<file path="config.mk">
export PLATFORM = sky130hd
export DESIGN_NAME = corner_turn_buf
export DESIGN_NICKNAME = d
export VERILOG_FILES = /design/src/rtl/ctb_pkg.sv /design/src/rtl/ctb_ctrl.sv /design/src/rtl/ctb_datapath.sv /design/src/rtl/corner_turn_buf.sv
export SDC_FILE = /design/constraint.sdc
export NUM_CORES = 1
export LEC_CHECK = 0
export ABC_AREA = 0
export BUFFER_PORTS_ARGS = -buffer_cell sky130_fd_sc_hd__buf_2
export CAP_MARGIN = 10
export CORE_AREA = 2 2 258 184
export DETAILED_ROUTE_END_ITERATION = 6
export DIE_AREA = 0 0 260 186
export PLACE_DENSITY = 0.77
export SYNTH_ARGS = -nofsm -noshare
export SYNTH_HDL_FRONTEND = slang
export SYNTH_SLANG_ARGS = --single-unit
</file>
<file path="constraint.sdc">
create_clock -name clk -period 3.2 [get_ports clk]
set_clock_uncertainty 0.2 [all_clocks]
set_input_delay 0.32 -clock clk [delete_from_list [all_inputs] [get_ports clk]]
set_output_delay 0.32 -clock clk [all_outputs]
set_load 0.05 [all_outputs]
</file>
<file path="src/rtl/ctb_pkg.sv">
package ctb_pkg;

  // Which way the instance turns data.
  typedef enum logic {
    CTB_WORD_TO_PLANE = 1'b0,
    CTB_PLANE_TO_WORD = 1'b1
  } ctbDir_e;

  // Strobes from control to datapath.
  typedef struct packed {
    logic wrEn;     // fill handshake this cycle
    logic fillSel;  // half currently being filled; the other half drains
  } ctbStrobe_t;

endpackage

</file>
<file path="src/rtl/ctb_ctrl.sv">
module ctb_ctrl
  import ctb_pkg::*;
#(
  parameter ctbDir_e DIR = CTB_WORD_TO_PLANE,
  parameter int NUM_WORDS = 16,
  parameter int IDX_W = 4
) (
  input  logic             clk,
  input  logic             rstN,
  input  logic             fillValid,
  output logic             fillReady,
  output logic             drainValid,
  input  logic             drainReady,
  output ctbStrobe_t       strobe,
  output logic [IDX_W-1:0] beatIdx
);

  localparam bit W2P = (DIR == CTB_WORD_TO_PLANE);
  localparam int FILL_BEATS  = W2P ? NUM_WORDS : 1;
  localparam int DRAIN_BEATS = W2P ? 1 : NUM_WORDS;
  localparam logic [IDX_W-1:0] FILL_LAST  = IDX_W'(FILL_BEATS - 1);
  localparam logic [IDX_W-1:0] DRAIN_LAST = IDX_W'(DRAIN_BEATS - 1);

  logic [IDX_W-1:0] fillCnt;
  logic [IDX_W-1:0] drainCnt;
  logic             fillFull;
  logic             drainFull;
  logic             fillSel;

  logic fillFire;
  logic drainFire;
  logic fillLast;
  logic drainLast;
  logic swapHalves;

  always_comb begin
    fillFire   = fillValid && !fillFull;
    drainFire  = drainFull && drainReady;
    fillLast   = fillFire && (fillCnt == FILL_LAST);
    drainLast  = drainFire && (drainCnt == DRAIN_LAST);
    // Roles change only with a complete fill half and an empty (or emptying) drain half.
    swapHalves = fillFull && (!drainFull || drainLast);
  end

  always_ff @(posedge clk or negedge rstN) begin
    if (!rstN) begin
      fillCnt   <= '0;
      drainCnt  <= '0;
      fillFull  <= 1'b0;
      drainFull <= 1'b0;
      fillSel   <= 1'b0;
    end else begin
      if (fillFire) begin
        fillCnt <= fillLast ? '0 : fillCnt + 1'b1;
      end
      if (fillLast) begin
        fillFull <= 1'b1;
      end else if (swapHalves) begin
        fillFull <= 1'b0;
      end
      if (swapHalves) begin
        fillSel <= ~fillSel;
      end
      if (drainFire) begin
        drainCnt <= drainLast ? '0 : drainCnt + 1'b1;
      end
      if (swapHalves) begin
        drainFull <= 1'b1;
      end else if (drainLast) begin
        drainFull <= 1'b0;
      end
    end
  end

  assign fillReady      = !fillFull;
  assign drainValid     = drainFull;
  assign strobe.wrEn    = fillFire;
  assign strobe.fillSel = fillSel;

  // The multi-beat side owns the datapath index.
  generate
    if (W2P) begin : g_idxFill
      assign beatIdx = fillCnt;
    end else begin : g_idxDrain
      assign beatIdx = drainCnt;
    end
  endgenerate

endmodule

</file>
<file path="src/rtl/ctb_datapath.sv">
module ctb_datapath
  import ctb_pkg::*;
#(
  parameter ctbDir_e DIR = CTB_WORD_TO_PLANE,
  parameter int WORD_W = 16,
  parameter int NUM_WORDS = 16,
  parameter int IDX_W = 4,
  parameter int PLANE_W = WORD_W * NUM_WORDS,
  parameter int FILL_W = WORD_W,
  parameter int DRAIN_W = PLANE_W
) (
  input  logic               clk,
  input  logic               rstN,
  input  ctbStrobe_t         strobe,
  input  logic [IDX_W-1:0]   beatIdx,
  input  logic [FILL_W-1:0]  fillData,
  output logic [DRAIN_W-1:0] drainData
);

  localparam int NUM_HALVES = 2;

  logic [PLANE_W-1:0] bankQ [NUM_HALVES];
  logic               drainSel;

  assign drainSel = ~strobe.fillSel;

  generate
    if (DIR == CTB_WORD_TO_PLANE) begin : g_w2p
      // Words land in their lane of the filling half.
      always_ff @(posedge clk or negedge rstN) begin
        if (!rstN) begin
          for (int h = 0; h < NUM_HALVES; h++) begin
            bankQ[h] <= '0;
          end
        end else if (strobe.wrEn) begin
          bankQ[strobe.fillSel][int'(beatIdx) * WORD_W +: WORD_W] <= fillData;
        end
      end
      assign drainData = bankQ[drainSel];
    end else begin : g_p2w
      // A whole plane lands at once; words are picked out on the way out.
      always_ff @(posedge clk or negedge rstN) begin
        if (!rstN) begin
          for (int h = 0; h < NUM_HALVES; h++) begin
            bankQ[h] <= '0;
          end
        end else if (strobe.wrEn) begin
          bankQ[strobe.fillSel] <= fillData;
        end
      end
      assign drainData = bankQ[drainSel][int'(beatIdx) * WORD_W +: WORD_W];
    end
  endgenerate

endmodule

</file>
<file path="src/rtl/corner_turn_buf.sv">
module corner_turn_buf
  import ctb_pkg::*;
#(
  parameter ctbDir_e DIR = CTB_WORD_TO_PLANE,
  parameter int WORD_W = 16,
  parameter int NUM_WORDS = 16,
  localparam int PLANE_W = WORD_W * NUM_WORDS,
  localparam int FILL_W  = (DIR == CTB_WORD_TO_PLANE) ? WORD_W : PLANE_W,
  localparam int DRAIN_W = (DIR == CTB_WORD_TO_PLANE) ? PLANE_W : WORD_W
) (
  input  logic               clk,
  input  logic               rstN,
  input  logic [FILL_W-1:0]  fillData,
  input  logic               fillValid,
  output logic               fillReady,
  output logic [DRAIN_W-1:0] drainData,
  output logic               drainValid,
  input  logic               drainReady
);

  localparam int IDX_W = (NUM_WORDS > 1) ? $clog2(NUM_WORDS) : 1;

  ctbStrobe_t       strobe;
  logic [IDX_W-1:0] beatIdx;

  ctb_ctrl #(
    .DIR      (DIR),
    .NUM_WORDS(NUM_WORDS),
    .IDX_W    (IDX_W)
  ) ctrl_i (
    .clk       (clk),
    .rstN      (rstN),
    .fillValid (fillValid),
    .fillReady (fillReady),
    .drainValid(drainValid),
    .drainReady(drainReady),
    .strobe    (strobe),
    .beatIdx   (beatIdx)
  );

  ctb_datapath #(
    .DIR      (DIR),
    .WORD_W   (WORD_W),
    .NUM_WORDS(NUM_WORDS),
    .IDX_W    (IDX_W),
    .PLANE_W  (PLANE_W),
    .FILL_W   (FILL_W),
    .DRAIN_W  (DRAIN_W)
  ) data_i (
    .clk      (clk),
    .rstN     (rstN),
    .strobe   (strobe),
    .beatIdx  (beatIdx),
    .fillData (fillData),
    .drainData(drainData)
  );

endmodule

</file>
==> impl_results.md <==
* Number of synthesized register bits at 523
* Share of cells above drive strength 1 at 47.8%
* Cts bufs inserted at 51
* Core Box Area at 45800 µm²
* Clk buf depth at 3
* Die width at 260 µm
* Leak at 14.5 nW
* Worst setup margin at 0.112 ns
* Reg clk slew, reported paths at 0.06 ns
* Die Height at 186 µm
* Synth Instances at 1873
* Area leader, netlist: dfrtp_1
* IO Pins at 278
* DIE AREA at 48400 µm²
* Setup Viol. Count Final at 0
* Routed len/inst at 23.3 µm
* DRC viols at 0
* Mean Syn Cell Area at 12.9 µm²
* DR pass1 iterations at 6
* CP Launch Type: flop
* Synth-to-layout area growth at 16.6%
* Port bufs at 277
* Rows at 66
* Setup crit end kind: flop
* Initial antenna violation count at 8
* # diodes at 0
* Final number of max-transition violations at 0
* Hold WC Path Type: primary input to flop
* CTS tree: yes
* Top_reg_cell synth: dfrtp_1
* Root buffer cell: clkbuf_16
* Hold Vio Cnt, Final at 0
* Dominant cells by area after synthesis: dfrtp_1 (54%), mux2_2 (27%), o21ai_0 (4.1%)
* Period Utilization, post-route at 96.5%
* Post-DRT Antenna Nets at 0
* GR Overflow Total at 0
* Ys async rst share at 100%
* MaxCap Viol Count at 0
* Synth Warn # at 0
* Minimum clock period at 3.09 ns
* WP data arrival at 3.35 ns
* Vias in the first global route at 16800
* Final Cell Area at 28100 µm²
* Fillcell total at 3527
* RSZ-0062 raised after global routing: true
* Status: complete, no violations
* First-pass GRT wire length at 99700 µm
* RePlAce Congestion at 0.841
* Number of synthesized flops with an enable pin at 0
* Netlist Area Pre-Place at 24100 µm²
* Total vias in the final route at 16400
* Kind of critical path: flop to flop
* Setup slack, reg-to-reg at 0.11 ns
* Distinct cell type count after synthesis at 51
* Syn_nets at 1898
* Vias per cell at 5.86
* Nets@finish at 2171
* Multi-input logic area at 10300 µm²
* Count leader, synth: mux2_2
* Max rail drop VDD at 0.621 mV
* Fmax at 0.324 GHz
* Skew-Pair Late Insertion Delay at 0.58 ns
* Overall Global Routing Usage at 27.0%
* Initial Util at 52.5%
* Top cell type's share of synthesized area at 54.3%
* Sequential area share after synthesis at 54.3%
* Most common library cells after synthesis: mux2_2 (582), dfrtp_1 (523), o21ai_0 (199)
* WL final at 65200 µm
* Worst EP required at 3.47 ns
* Crit path max fanout at 19
* Register area at 13100 µm²
* Dpl hpwl at 43700 µm
* Pre-CTS WS at 0.0224 ns
* Clock sink count at 523
* Worst Max-Slew Pin Slew at 0.789 ns
* H-tree Lvls at 2
* Power Dens Cells at 892 nW/µm²
* Placed Area at 26300 µm²
* Relative slew slack at 47.4%
* Number of DRC markers in iteration 0 at 1126
* Fin util at 61.3%
* Largest net degree at the start of global routing at 128
-- sequential cells by signal, indices dropped and copies added, names as in the netlist --
signal             count
data_i.bankQ         512
ctrl_i.beatIdx         4
ctrl_i.drainCnt        4
ctrl_i.drainValid      1
ctrl_i.fillFull        1
ctrl_i.fillSel         1
-- where the power goes --
| group | internal [W] | leakage (nW) | total (W) | switching [W] |
|---|---|---|---|---|
| combinational | 0.00305 | 6.54 | 0.0101 | 0.00706 |
| clock | 0.00362 | 0.837 | 0.00620 | 0.00258 |
| sequential | 0.00802 | 7.13 | 0.00875 | 0.000726 |
-- through the flow --
stage	total power, W	hold slack [ns]	setup TNS (ns)	std cells
after floorplan	0.0159	-0.176	0	1873
after global placement	0.0184	0.197	0	2699
after detailed placement	0.0188	0.203	0	2699
after CTS	0.0251	0.0337	0	2794
after global routing	0.0262	0.0713	-0.411	2797
final	0.0251	0.0712	0	2797
-- placed cells by master, fill, tap and decap left out, types with 8 or more instances in the layout --
cell type    n
clkbuf_8     8
inv_1       42
mux2i_1     33
o21ai_0    199
mux2_2     582
clkbuf_16   51
buf_12       8
dfrtp_1    522
and3_1      12
buf_2      276
nor3b_1     19
o31ai_1     38
clkbuf_1    12
nor3_1      19
and2_1      48
a21o_1      16
nand3_1     22
buf_4       58
nand2_1     61
nand3_2      8
mux2_1      16
nor2_1      45
-- routing by layer --
| layer | GRT usage [%] | vias up | share of wire [%] |
|---|---|---|---|
| li1 | - | 7225 | - |
| met1 | 38.1 | 8434 | 43 |
| met2 | 42.1 | 606 | 46 |
| met3 | 5.04 | 136 | 7.1 |
| met4 | 9.70 | 0 | 3.5 |
| met5 | 0 | - | 0 |
-- cell type report --
cell class	count	share of cell area (%)
Timing Repair Buffer	346	7.20
Tap cell	612	2.73
Clock inverter	21	1.02
Clock buffer	71	5.10
Inverter	42	0.561
Multi-Input combinational cell	1182	36.8
Sequential cell	523	46.6
-- critical path, cell delays in order, from the launching register on --
cell	delay, ns
dfrtp_1	0.52
inv_1	0.15
ha_1	0.36
buf_4	0.27
nand2_1	0.27
or3_1	0.78
mux2_2	0.41
-- kinds of logic after synthesis --
| group | synth area share [%] |
|---|---|
| fa+ha+maj | 0.260 |
| compound gates | 6.83 |
| xor+xnor | 0.244 |
| flops | 54.3 |
| mux | 29.3 |
| simple gates | 6.04 |
| buf+inv | 2.95 |
-- final timing paths --
kind                                   startpoint           endpoint  cells past startpoint
worst max register to register  ctrl_i.beatIdx[1]   data_i.bankQ[84]                      6
worst min register to register  data_i.bankQ[264]  data_i.bankQ[264]                      1
worst max-delay path            ctrl_i.beatIdx[1]   data_i.bankQ[84]                      6
worst min-delay path                  fillData[2]  data_i.bankQ[338]                      3
max in group asynchronous                    rstN   data_i.bankQ[48]                      3
min in group asynchronous                    rstN  data_i.bankQ[268]                      2
-- timing repair --
item / CTS / global route
hold buffers: 3 / 0
resized for setup: 1 / 2
hold endpoints to repair: 85 / 0
pin swaps: 0 / 1
gates cloned: 0 / 0
endpoints found under the setup margin: 1 / 99
setup buffers: 0 / 3
(Power assumes the default switching activity.)
